## config.mk

```make
export PLATFORM = sky130hd
export DESIGN_NAME = nvsram_ctrl
export DESIGN_NICKNAME = d
export VERILOG_FILES = /design/src/rtl/nvsram_pkg.sv /design/src/rtl/nvsram_ce_gate.sv /design/src/rtl/nvsram_cmd_det.sv /design/src/rtl/nvsram_xfer_seq.sv /design/src/rtl/nvsram_ctrl.sv
export SDC_FILE = /design/constraint.sdc
export NUM_CORES = 1
export LEC_CHECK = 0
export BUFFER_PORTS_ARGS = -buffer_cell sky130_fd_sc_hd__buf_4
export CAP_MARGIN = 5
export CORE_UTILIZATION = 55
export CTS_CLUSTER_DIAMETER = 150
export CTS_CLUSTER_SIZE = 16
export DETAILED_ROUTE_END_ITERATION = 6
export PLACE_DENSITY = 0.7
export SETUP_SLACK_MARGIN = 0.4
export SKIP_CTS_REPAIR_TIMING = 1
export SLEW_MARGIN = 20
export SYNTH_ARGS = -nofsm -noshare
export SYNTH_HDL_FRONTEND = slang
export SYNTH_SLANG_ARGS = --single-unit
```

## constraint.sdc

```tcl
create_clock -name clk -period 3.79 [get_ports clk]
set_input_delay 0.5685 -clock clk [delete_from_list [all_inputs] [get_ports clk]]
set_output_delay 0.5685 -clock clk [all_outputs]
set_load 0.1 [all_outputs]
```

## src/rtl/nvsram_pkg.sv

```systemverilog
package nvsram_pkg;
   typedef enum logic [2:0] {
      PH_IDLE  = 3'd0,
      PH_ERASE = 3'd1,
      PH_SCOPY = 3'd2,
      PH_CLEAR = 3'd3,
      PH_RCOPY = 3'd4
   } xfer_ph_t;

   function automatic xfer_ph_t next_phase(input xfer_ph_t ph);
      case (ph)
         PH_ERASE: return PH_SCOPY;
         PH_CLEAR: return PH_RCOPY;
         default:  return PH_IDLE;
      endcase
   endfunction
endpackage

```

## src/rtl/nvsram_ce_gate.sv

```systemverilog
module nvsram_ce_gate (
   input  logic clk,
   input  logic rst_n,
   input  logic pwr_good,
   input  logic ce_n,
   output logic ce_ok
);
   logic seen_hi;
   logic armed;

   always_ff @(posedge clk or negedge rst_n) begin
      if (!rst_n) begin
         seen_hi <= 1'b0;
         armed   <= 1'b0;
      end else if (!pwr_good) begin
         seen_hi <= 1'b0;
         armed   <= 1'b0;
      end else begin
         if (ce_n) seen_hi <= 1'b1;
         if (!ce_n && seen_hi) armed <= 1'b1;
      end
   end

   // the first low cycle after a sampled high already counts
   assign ce_ok = armed | (seen_hi & ~ce_n);
endmodule

```

## src/rtl/nvsram_cmd_det.sv

```systemverilog
module nvsram_cmd_det #(
   parameter int AW        = 4,
   parameter int KEY0      = 'hA,
   parameter int KEY1      = 'h5,
   parameter int OP_STORE  = 'h3,
   parameter int OP_RECALL = 'hC,
   parameter int OP_PF_ON  = 'h7,
   parameter int OP_PF_OFF = 'h8
) (
   input  logic          clk,
   input  logic          rst_n,
   input  logic          rd_stb,
   input  logic          wr_stb,
   input  logic [AW-1:0] addr,
   output logic          cmd_store,
   output logic          cmd_recall,
   output logic          cmd_pf_on,
   output logic          cmd_pf_off
);
   localparam logic [AW-1:0] K0 = AW'(KEY0);
   localparam logic [AW-1:0] K1 = AW'(KEY1);

   logic [1:0] step;
   logic       at_op;

   assign at_op      = rd_stb && (step == 2'd2);
   assign cmd_store  = at_op && (addr == AW'(OP_STORE));
   assign cmd_recall = at_op && (addr == AW'(OP_RECALL));
   assign cmd_pf_on  = at_op && (addr == AW'(OP_PF_ON));
   assign cmd_pf_off = at_op && (addr == AW'(OP_PF_OFF));

   always_ff @(posedge clk or negedge rst_n) begin
      if (!rst_n) begin
         step <= 2'd0;
      end else if (wr_stb) begin
         step <= 2'd0;
      end else if (rd_stb) begin
         if (step == 2'd1 && addr == K1) step <= 2'd2;
         else if (addr == K0)            step <= 2'd1;
         else                            step <= 2'd0;
      end
   end
endmodule

```

## src/rtl/nvsram_xfer_seq.sv

```systemverilog
module nvsram_xfer_seq
   import nvsram_pkg::*;
#(
   parameter int AW       = 4,
   parameter int XFER_LAT = 2
) (
   input  logic          clk,
   input  logic          rst_n,
   input  logic          start_store,
   input  logic          start_recall,
   input  logic          abort,
   output xfer_ph_t      phase,
   output logic [AW-1:0] widx,
   output logic          word_stb
);
   localparam int CW = (XFER_LAT > 1) ? $clog2(XFER_LAT) : 1;

   logic running;
   assign running = (phase != PH_IDLE);

   generate
      if (XFER_LAT == 1) begin : g_single
         assign word_stb = running;
      end else begin : g_multi
         logic [CW-1:0] cnt;
         always_ff @(posedge clk or negedge rst_n) begin
            if (!rst_n)                          cnt <= '0;
            else if (!running || abort)          cnt <= '0;
            else if (cnt == CW'(XFER_LAT - 1))   cnt <= '0;
            else                                 cnt <= cnt + 1'b1;
         end
         assign word_stb = running && (cnt == CW'(XFER_LAT - 1));
      end
   endgenerate

   always_ff @(posedge clk or negedge rst_n) begin
      if (!rst_n) begin
         phase <= PH_IDLE;
         widx  <= '0;
      end else if (abort) begin
         phase <= PH_IDLE;
         widx  <= '0;
      end else if (phase == PH_IDLE) begin
         widx <= '0;
         if (start_store)       phase <= PH_ERASE;
         else if (start_recall) phase <= PH_CLEAR;
      end else if (word_stb) begin
         widx <= widx + 1'b1;
         if (&widx) phase <= next_phase(phase);
      end
   end
endmodule

```

## src/rtl/nvsram_ctrl.sv

```systemverilog
module nvsram_ctrl
   import nvsram_pkg::*;
#(
   parameter int AW        = 4,
   parameter int DW        = 8,
   parameter int XFER_LAT  = 2,
   parameter int KEY0      = 'hA,
   parameter int KEY1      = 'h5,
   parameter int OP_STORE  = 'h3,
   parameter int OP_RECALL = 'hC,
   parameter int OP_PF_ON  = 'h7,
   parameter int OP_PF_OFF = 'h8,
   parameter bit PF_EN_RST = 1'b1
) (
   input  logic          clk,
   input  logic          rst_n,
   input  logic          pwr_good,
   input  logic          pwr_fail,
   input  logic          ce_n,
   input  logic          we_n,
   input  logic          oe_n,
   input  logic [AW-1:0] addr,
   input  logic [DW-1:0] din,
   output logic [DW-1:0] dout,
   output logic          dout_oe,
   input  logic          hs_n,
   output logic          busy_n,
   output logic [AW-1:0] last_wr_addr
);
   localparam int DEPTH = 1 << AW;

   generate
      if (AW < 2 || AW > 12 || DW < 1 || XFER_LAT < 1) begin : g_bad_size
         $error("nvsram_ctrl: size parameters out of range");
      end
      if (KEY0 == KEY1 || OP_STORE == OP_RECALL || OP_PF_ON == OP_PF_OFF ||
          OP_STORE == OP_PF_ON || OP_STORE == OP_PF_OFF ||
          OP_RECALL == OP_PF_ON || OP_RECALL == OP_PF_OFF) begin : g_bad_cmd
         $error("nvsram_ctrl: command addresses must be distinct");
      end
   endgenerate

   logic [DW-1:0] sram_q [DEPTH];
   logic [DW-1:0] nv_q   [DEPTH];

   xfer_ph_t      phase;
   logic [AW-1:0] widx;
   logic          word_stb;
   logic          ce_ok, idle, access, wr_stb, rd_stb;
   logic          cmd_store, cmd_recall, cmd_pf_on, cmd_pf_off;
   logic          pg_q, pf_q, hs_q, pf_en, rc_sw;
   logic          pg_rise, pf_rise, hs_fall;
   logic          start_store, start_recall, abort;

   nvsram_ce_gate u_gate (
      .clk(clk), .rst_n(rst_n), .pwr_good(pwr_good), .ce_n(ce_n), .ce_ok(ce_ok)
   );

   assign idle   = (phase == PH_IDLE);
   assign access = pwr_good & ce_ok & ~ce_n & idle;
   assign wr_stb = access & ~we_n;
   assign rd_stb = access & we_n;

   nvsram_cmd_det #(
      .AW(AW), .KEY0(KEY0), .KEY1(KEY1), .OP_STORE(OP_STORE),
      .OP_RECALL(OP_RECALL), .OP_PF_ON(OP_PF_ON), .OP_PF_OFF(OP_PF_OFF)
   ) u_cmd (
      .clk(clk), .rst_n(rst_n), .rd_stb(rd_stb), .wr_stb(wr_stb), .addr(addr),
      .cmd_store(cmd_store), .cmd_recall(cmd_recall),
      .cmd_pf_on(cmd_pf_on), .cmd_pf_off(cmd_pf_off)
   );

   assign pg_rise = pwr_good & ~pg_q;
   assign pf_rise = pwr_fail & ~pf_q & pf_en;
   assign hs_fall = pwr_good & hs_q & ~hs_n;

   assign start_store  = idle & (pf_rise | hs_fall | cmd_store);
   assign start_recall = idle & (pg_rise | cmd_recall);
   assign abort        = rc_sw & pf_rise & ~idle;

   always_ff @(posedge clk or negedge rst_n) begin
      if (!rst_n) begin
         pg_q  <= 1'b0;
         pf_q  <= 1'b0;
         hs_q  <= 1'b1;
         pf_en <= PF_EN_RST;
         rc_sw <= 1'b0;
      end else begin
         pg_q <= pwr_good;
         pf_q <= pwr_fail;
         hs_q <= hs_n;
         if (cmd_pf_on)       pf_en <= 1'b1;
         else if (cmd_pf_off) pf_en <= 1'b0;
         if (idle) rc_sw <= cmd_recall & ~start_store;
      end
   end

   nvsram_xfer_seq #(.AW(AW), .XFER_LAT(XFER_LAT)) u_seq (
      .clk(clk), .rst_n(rst_n), .start_store(start_store),
      .start_recall(start_recall), .abort(abort),
      .phase(phase), .widx(widx), .word_stb(word_stb)
   );

   always_ff @(posedge clk or negedge rst_n) begin
      if (!rst_n) begin
         for (int i = 0; i < DEPTH; i++) sram_q[i] <= '0;
      end else if (wr_stb) begin
         sram_q[addr] <= din;
      end else if (word_stb && phase == PH_CLEAR) begin
         sram_q[widx] <= '0;
      end else if (word_stb && phase == PH_RCOPY) begin
         sram_q[widx] <= nv_q[widx];
      end
   end

   always_ff @(posedge clk or negedge rst_n) begin
      if (!rst_n) begin
         for (int i = 0; i < DEPTH; i++) nv_q[i] <= '0;
      end else if (word_stb && phase == PH_ERASE) begin
         nv_q[widx] <= '0;
      end else if (word_stb && phase == PH_SCOPY) begin
         nv_q[widx] <= sram_q[widx];
      end
   end

   always_ff @(posedge clk or negedge rst_n) begin
      if (!rst_n)      last_wr_addr <= '0;
      else if (wr_stb) last_wr_addr <= addr;
   end

   assign dout_oe = rd_stb & ~oe_n;
   assign dout    = dout_oe ? sram_q[addr] : '0;
   assign busy_n  = idle;
endmodule

```

==> results.toml, run 1 <==
[outcome]
status = "completed"

[floorplan]
dieArea_um2 = 29920
core-area_um2 = 28700
start_util_pct = 56.02
row_count = 62
ios = 34
die_x_um = 173.0
die-height_um = 173.0

[critical_path]
crit_fanout = 11
crit_slowest_cell = "dfrtp_2"
max_stage_delay_ns = 0.50
path_cells = "or3_1, or3_4, or3_4, a21oi_2, buf_6"
endpoint_kind = "output port"
startpoint_type = "register"
criticalPathCategory = "register to output port"
cp_common_cell = "or3_4"
worstSetupStartpoint = "u_seq.phase[1]$_DFFE_PN0P_"
cp_data_arrival_time_ns = 2.78
reg2reg_from = "u_seq.widx[1]$_DFFE_PN0P_"
crit_family = "simple AND/OR/NAND/NOR gates"
worstPathRequired_ns = 3.22
crit_buf_inv = 1

[placed_design]
hpwlAfterDp_um = 36150
place_ws_ns = 0.6952
routabilityCongestion = 0.9830
place_area_um2 = 16840
io_buffers = 33

[timing]
fmax_mhz = 298.5
relSlewSlack_pct = 40.93
worstMarginPinSlew_ns = 0.8861
setup_tns_ns = 0
setup_viol = 0
skew_ns = 0.02567
finalCritPeriodShare_pct = 88.40
fin_ws_ns = 0.4395
min_period_ns = 3.351
rsz0062_at_grt = "no"
slew_violations = 0
whs_ns = 0.07137
hold_viol = 0

[global_route]
grtUsageTotal_pct = 35.25
antenna_found_initial = 0
grt_max_degree = 103
grt_pass1_vias = 13250
grt_overflow = 0
use_met3_pct = 9.631
met1_usage_pct = 52.25
grt_pass1_wl_um = 81020
busiest_layer = "met1"
use_met2_pct = 49.08

[synth]
syn_nets = 1552
yosysMostFrequentCell = "dfrtp_1"
async_reset_ff_share_pct = 100.0
yosysTopAreaCell = "dfrtp_1"
ys_seq_elements = 277
synth_area_um2 = 16080
synth_edf_count = 0
ys_warn_count = 0
synth_area_per_cell_um2 = 10.52
yosysSeqAreaShare_pct = 43.13
yosys-top-cells-area = "dfrtp_1, mux4_2, o21ai_0, nand3_1, mux2_2"
ys.flop_type = "dfrtp_1"
yosysTopAreaCellShare_pct = 42.80
ys_types = 66
synth_commonest_cells = "dfrtp_1, o21ai_0, nand3_1"
synthCells = 1528

[clock_tree]
cts_tree = "yes"
cts_buffer_depth = 3
clock_latency_ns = 0.55
h-tree-depth = 1
cts_buffers = 21
cts_sinks = 277
clkTransAtPathRegs_ns = 0.08
cts_root_buf = "clkbuf_16"

[pwr]
powerDensity_nw_per_um2 = 493.5
leakagePower_uw = 0.007178
ir_drop_mv = 0.3252

[job]
cap_violations = 0

[routing]
first_iter_violations = 2343
via_per_inst = 7.254
wl_um = 52350
post-route-drc-count = 0
routed-via-count = 13860
firstDrtPassIters = 6
wire_per_inst_um = 27.40
ant_nets = 0

[cells_and_area]
area_growth_pct = 8.863
nets = 1542
drive_gt1_share_pct = 20.43
final_area_um2 = 17500
diodes = 0
fin_util_pct = 60.99

[min_path]
hold_class = "input pin to async pin"
==> where the power goes <==
| group | switching (uW) | internal, uW | total (uW) | leakage, uW |
|---|---|---|---|---|
| clock | 1110 | 1030 | 2140 | 0.000281 |
| combinational | 1960 | 932 | 2890 | 0.00307 |
| sequential | 429 | 3180 | 3610 | 0.00383 |
==> cell families (layout without fill, tap and decap cells) <==
group	count (synthesis)	count (layout)	synth area share, %
compound gates	458	458	19.62
xor+xnor	4	4	0.2179
fa+ha+maj	4	4	0.3113
buf+inv	137	136	3.541
flops	277	277	43.13
mux	171	171	18.41
simple gates	477	477	14.77
==> registers in the layout, summed over array words and instances (netlist names) <==
signal	cells
hs_q	1
last_wr_addr	4
nv_q	128
pf_en	1
pf_q	1
pg_q	1
rc_sw	1
sram_q	128
u_cmd.step	2
u_gate.armed	1
u_gate.seen_hi	1
u_seq.g_multi.cnt	1
u_seq.phase	3
u_seq.widx	4
==> through the flow <==
stage,power [uW],instances
5_1_grt,8927,1911
3_3_place_gp,6397,1879
2_1_floorplan,5431,1528
3_5_place_dp,6436,1879
6_report,8639,1911
4_1_cts,8539,1911
==> cell usage in the layout, fill, tap and decap left out, drive strengths merged, types with 3 or more instances in the layout <==
| cell type | synthesis | layout |
|---|---|---|
| a31oi | 3 | 3 |
| mux4 | 94 | 94 |
| or2 | 3 | 3 |
| nor2 | 68 | 68 |
| nand3b | 5 | 5 |
| nor3b | 3 | 3 |
| nand2b | 11 | 11 |
| clkbuf | 82 | 30 |
| and2 | 23 | 23 |
| o211ai | 59 | 59 |
| dfrtp | 275 | 275 |
| mux2 | 58 | 58 |
| nand3 | 163 | 163 |
| nand2 | 138 | 138 |
| mux2i | 19 | 19 |
| or4 | 4 | 4 |
| and3b | 8 | 8 |
| a221o | 7 | 7 |
| inv | 14 | 15 |
| nor2b | 6 | 6 |
| buf | 41 | 90 |
| a222oi | 8 | 8 |
| o21ai | 174 | 174 |
| a22o | 48 | 48 |
| a2bb2oi | 8 | 8 |
| a21oi | 35 | 35 |
| and3 | 26 | 26 |
| nor3 | 4 | 4 |
| a32oi | 9 | 9 |
| o2bb2ai | 33 | 33 |
| xor2 | 3 | 3 |
| a22oi | 64 | 64 |
| ha | 4 | 4 |
| nor4 | 6 | 6 |
| or3 | 3 | 3 |
==> area by class of cell <==
class	count	area, um2
timing repair buffer	90	792.0
sequential	277	6944
multi-input combinational	1114	8651
tap	384	480.5
clock buffer	30	559.3
clock inverter	2	25.02
fill	2305	11200
inverter	14	52.55
==> layer usage <==
metal	vias to the layer above	wire, um
met4	0	2298
met5	-	0
met1	6833	20870
met2	1041	21750
met3	155	7434
li1	5834	-
==> worst paths after layout <==
path,to,slack [ns],depth (start not counted)
setup / recovery,dout[2],0.44,5
hold / removal,sram_q[36]$_DFFE_PN0P_,0.07,1
setup reg to reg,nv_q[103]$_DFFE_PN0P_,0.85,5
hold reg to reg,nv_q[99]$_DFFE_PN0P_,0.48,2
max in group asynchronous,nv_q[10]$_DFFE_PN0P_,2.65,2
min in group clk,hs_q$_DFF_PN1_,0.15,1
Note: power is estimated with default switching activity, not from simulation.
==> run 2: changes to the inputs <==
--- a/config.mk
+++ b/config.mk
@@ -7,6 +7,7 @@
 export LEC_CHECK = 0
 export BUFFER_PORTS_ARGS = -buffer_cell sky130_fd_sc_hd__buf_4
 export CAP_MARGIN = 5
+export CORE_ASPECT_RATIO = 0.9
 export CORE_UTILIZATION = 55
 export CTS_CLUSTER_DIAMETER = 150
 export CTS_CLUSTER_SIZE = 16
==> run 2 against run 1 <==
Compared with the run above: sequential share of layout area increased by 0.23 points; maximum frequency increased by 0.18%; flip-flop and latch count unchanged; register-to-register slack got worse by 0.11 ns; final cell count decreased by 1.4%; via count about the same; critical path type unchanged; largest cell class unchanged; highest routed layer unchanged.
==> results.toml, run 2 (synthesis gave the netlist of run 1 again) <==
[clock_tree]
clkTransAtPathRegs_ns = 0.09
h-tree-depth = 1
cts_buffers = 21
cts_tree = "yes"
clock_latency_ns = 0.54
cts_root_buf = "clkbuf_16"
cts_sinks = 277
cts_buffer_depth = 3

[routing]
wire_per_inst_um = 27.23
first_iter_violations = 2255
post-route-drc-count = 0
via_per_inst = 7.359
ant_nets = 0
firstDrtPassIters = 5
routed-via-count = 13870
wl_um = 51320

[timing]
setup_tns_ns = 0
slew_violations = 0
finalCritPeriodShare_pct = 88.24
worstMarginPinSlew_ns = 0.9758
rsz0062_at_grt = "no"
hold_viol = 0
min_period_ns = 3.344
fin_ws_ns = 0.4456
fmax_mhz = 299.0
relSlewSlack_pct = 34.71
skew_ns = 0.02081
setup_viol = 0

[placed_design]
io_buffers = 33
hpwlAfterDp_um = 35460
dp.cells = 1853
routabilityCongestion = 0.9929
place_ws_ns = 0.5916

[critical_path]
worstPathRequired_ns = 3.22
cp_data_arrival_time_ns = 2.78
endpoint_kind = "output port"
criticalPathCategory = "register to output port"
startpoint_type = "register"
crit_fanout = 8
r2r_setup_slack_ns = 0.74

[global_route]
grt_overflow = 0
grt_max_degree = 83
use_met2_pct = 48.83
grtUsageTotal_pct = 34.82
met1_usage_pct = 52.20
busiest_layer = "met1"
grt_pass1_wl_um = 79130
antenna_found_initial = 0
grt_pass1_vias = 12830
use_met3_pct = 11.04

[cells_and_area]
fin_util_pct = 60.45
area_growth_pct = 8.233
mostFrequentLayoutCells = "dfrtp_1, o21ai_0, nand3_1"
mostFrequentLayoutCell = "dfrtp_1"
fin_cells = 1885
diodes = 0
drive_gt1_share_pct = 20.14
nets = 1536
reg_top3 = "nv_q: 128 flops, sram_q: 128 flops"

[pwr]
ir_drop_mv = 0.5111
leakagePower_uw = 0.007127
powerDensity_nw_per_um2 = 492.1

[outcome]
status = "completed"

[floorplan]
die_x_um = 182.2
ios = 34
row_count = 59
dieArea_um2 = 29920
die-height_um = 164.2
core-area_um2 = 28790
start_util_pct = 55.85

[min_path]
hold_class = "input pin to async pin"

[job]
cap_violations = 0
-- run 2: changes by cell type in the layout (fill, tap and decap cells not counted), sizes merged --
| cell | change |
|---|---|
| clkbuf | -2 |
| buf | -7 |
| or3 | +1 |
-- run 2: path summary, 6_finish.rpt --
path	startpoint	end	depth (start not counted)
hold reg to reg	last_wr_addr[1]$_DFFE_PN0P_	last_wr_addr[1]$_DFFE_PN0P_	2
setup reg to reg	u_seq.widx[0]$_DFFE_PN0P_	sram_q[89]$_DFFE_PN0P_	7
max in group asynchronous	rst_n	nv_q[113]$_DFFE_PN0P_	2
min in group clk	hs_n	hs_q$_DFF_PN1_	1
setup / recovery	u_seq.phase[0]$_DFFE_PN0P_	dout[1]	5
hold / removal	rst_n	sram_q[61]$_DFFE_PN0P_	1
-- run 2: critical path, stage by stage, from the launching register on --
cell and delay (ns):
dfrtp_1 0.49, or3_1 0.42, or3_4 0.44, or3_4 0.44, a21oi_2 0.19, buf_6 0.25
-- run 2: final cells by class --
type	count	area (um2)
Clock buffer	28	551.8
Clock inverter	2	25.02
Fill cell	2298	11390
Inverter	14	52.55
Multi-Input combinational cell	1115	8670
Sequential cell	277	6944
Tap cell	366	457.9
Timing Repair Buffer	83	701.9
-- run 2: metal layers --
layer	share of wire, %	vias up
met5	0	-
met4	2.8	0
met3	15	115
met2	41	1045
met1	41	6881
li1	-	5831
-- run 2: report_power, final --
group          internal [uW]  total [uW]  leakage (uW)  switching, uW
sequential              3180        3560       0.00383            381
combinational            901        2880       0.00302           1980
clock                   1020        2120      0.000278           1100
-- run 2: metrics by stage --
step                      hold WS, ns  power, uW  area, um2
after floorplan                0.2729       5431      16080
after global placement         0.4570       6330      16710
after detailed placement       0.4687       6371      16710
after CTS                     0.03854       8465      17290
after global routing          0.05333       8868      17400
final                         0.01230       8564      17400
==> run 3: changes to the inputs <==
--- a/config.mk
+++ b/config.mk
@@ -5,7 +5,7 @@
 export SDC_FILE = /design/constraint.sdc
 export NUM_CORES = 1
 export LEC_CHECK = 0
-export BUFFER_PORTS_ARGS = -buffer_cell sky130_fd_sc_hd__buf_4
+export BUFFER_PORTS_ARGS = -buffer_cell sky130_fd_sc_hd__buf_2
 export CAP_MARGIN = 5
 export CORE_ASPECT_RATIO = 0.9
 export CORE_UTILIZATION = 55
==> run 3 against run 2 <==
Compared with the run above: the flow now finishes with violations (design-rule violations); non-clock buffer count grew 3; hold slack gained 0.028 ns; clock skew increased by 0.0092 ns; routed wire length grew 0.77%; combinational power is essentially flat; utilization shrank 0.18 points; critical path depth unchanged; clock-buffer cell count is 2 higher; global-route usage is 0.18 points higher; critical path type unchanged; largest power group unchanged; highest routed layer unchanged.
==> results.toml, run 3 (synthesis gave the netlist of run 1 again) <==
[global_route]
busiest_layer = "met1"
met1_usage_pct = 52.94
antenna_found_initial = 0
grtUsageTotal_pct = 35.00
grt_pass1_wl_um = 79450
grt_overflow = 0
use_met2_pct = 47.79
grt_pass1_vias = 12850
grt_max_degree = 102
use_met3_pct = 11.18

[pwr]
leakagePower_uw = 0.007133
total_power_uw = 8575
powerDensity_nw_per_um2 = 494.2
ir_drop_mv = 0.3870

[timing]
worstMarginPinSlew_ns = 1.125
slew_violations = 0
min_period_ns = 3.349
setup_viol = 0
fmax_mhz = 298.6
skew_ns = 0.03006
setup_tns_ns = 0
finalCritPeriodShare_pct = 88.36
hold_viol = 0
fin_ws_ns = 0.4411
rsz0062_at_grt = "yes"
relSlewSlack_pct = 24.98

[critical_path]
startpoint_type = "register"
cp_data_arrival_time_ns = 2.78
r2r_setup_slack_ns = 0.73
worstPathRequired_ns = 3.22
crit_buf_inv = 1
cp_common_cell = "or3_4"
crit_slowest_cell = "dfrtp_2"
endpoint_kind = "output port"
crit_family = "simple AND/OR/NAND/NOR gates"
criticalPathCategory = "register to output port"
path_cells = "or3_1, or3_4, or3_4, a21oi_1, buf_6"
max_stage_delay_ns = 0.50
worstSetupStartpoint = "u_seq.phase[1]$_DFFE_PN0P_"
crit_fanout = 11
reg2reg_from = "u_seq.widx[0]$_DFFE_PN0P_"

[clock_tree]
h-tree-depth = 1
cts_root_buf = "clkbuf_16"
clock_latency_ns = 0.54
cts_sinks = 277
cts_tree = "yes"
clkTransAtPathRegs_ns = 0.09
cts_buffers = 21
cts_buffer_depth = 3

[routing]
ant_nets = 0
via_per_inst = 7.309
wire_per_inst_um = 27.38
first_iter_violations = 2038
routed-via-count = 13810
firstDrtPassIters = 7
post-route-drc-count = 1
wl_um = 51720

[cells_and_area]
fin_cells = 1889
nets = 1538
mostFrequentLayoutCell = "dfrtp_1"
multi_input_area_um2 = 8640
fillers = 2345
reg_top3 = "nv_q: 128 flops, sram_q: 128 flops"
area_growth_pct = 7.906
drive_gt1_share_pct = 20.03
diodes = 0
final_area_um2 = 17350
seqCellArea_um2 = 6944
mostFrequentLayoutCells = "dfrtp_1, o21ai_0, nand3_1"

[placed_design]
place_ws_ns = 0.4681
routabilityCongestion = 0.9544
io_buffers = 33
dp.cells = 1857
place_area_um2 = 16690
hpwlAfterDp_um = 36060

[floorplan]
dieArea_um2 = 29920
row_count = 59
die-height_um = 164.2
ios = 34
start_util_pct = 55.85
core-area_um2 = 28790
die_x_um = 182.2

[outcome]
violations = "design-rule violations"
status = "finished, violations left"

[min_path]
hold_class = "input pin to async pin"

[job]
cap_violations = 0
run 3: worst reg2reg max path, cell delays in order (launching register included):
cell and delay [ns]:
dfrtp_4 0.51, inv_2 0.31, ha_1 0.36, nor3b_1 0.76
nor2_1 0.19, o2bb2ai_1 0.59, nand3_1 0.17, nand3_1 0.12
run 3: area by class of cell:
cell class / count / area share [%]
clock buffers: 30 / 3.223
clock inverters: 2 / 0.1442
inverters: 14 / 0.3029
multi-input cells: 1114 / 49.79
flip-flops and latches: 277 / 40.02
well taps: 366 / 2.639
repair buffers: 86 / 3.872
run 3: final timing paths:
check	endpoint	cells past startpoint
worst min register to register	last_wr_addr[3]$_DFFE_PN0P_	2
worst max register to register	sram_q[107]$_DFFE_PN0P_	7
max in group asynchronous	nv_q[25]$_DFFE_PN0P_	2
worst max-delay path	dout[0]	5
worst min-delay path	sram_q[53]$_DFFE_PN0P_	1
min in group clk	hs_q$_DFF_PN1_	1
run 3: metal layers:
layer,part of all wire (%),up-vias
met5,0,-
li1,-,5836
met3,15,119
met1,41,6840
met2,41,1011
met4,3.0,0
run 3: report_power, final:
group	internal (uW)	switching, uW	total [uW]
Sequential	3180	369	3550
Clock	1030	1090	2120
Combinational	883	2020	2900
run 3: per-stage QoR:
stage | utilization (%) | hold slack [ns]
finish | 60.27 | 0.04049
global route | 60.27 | 0.1157
CTS | 59.99 | 0.1154
detailed placement | 57.96 | 0.4597
global placement | 57.96 | 0.4531
floorplan | - | 0.2729
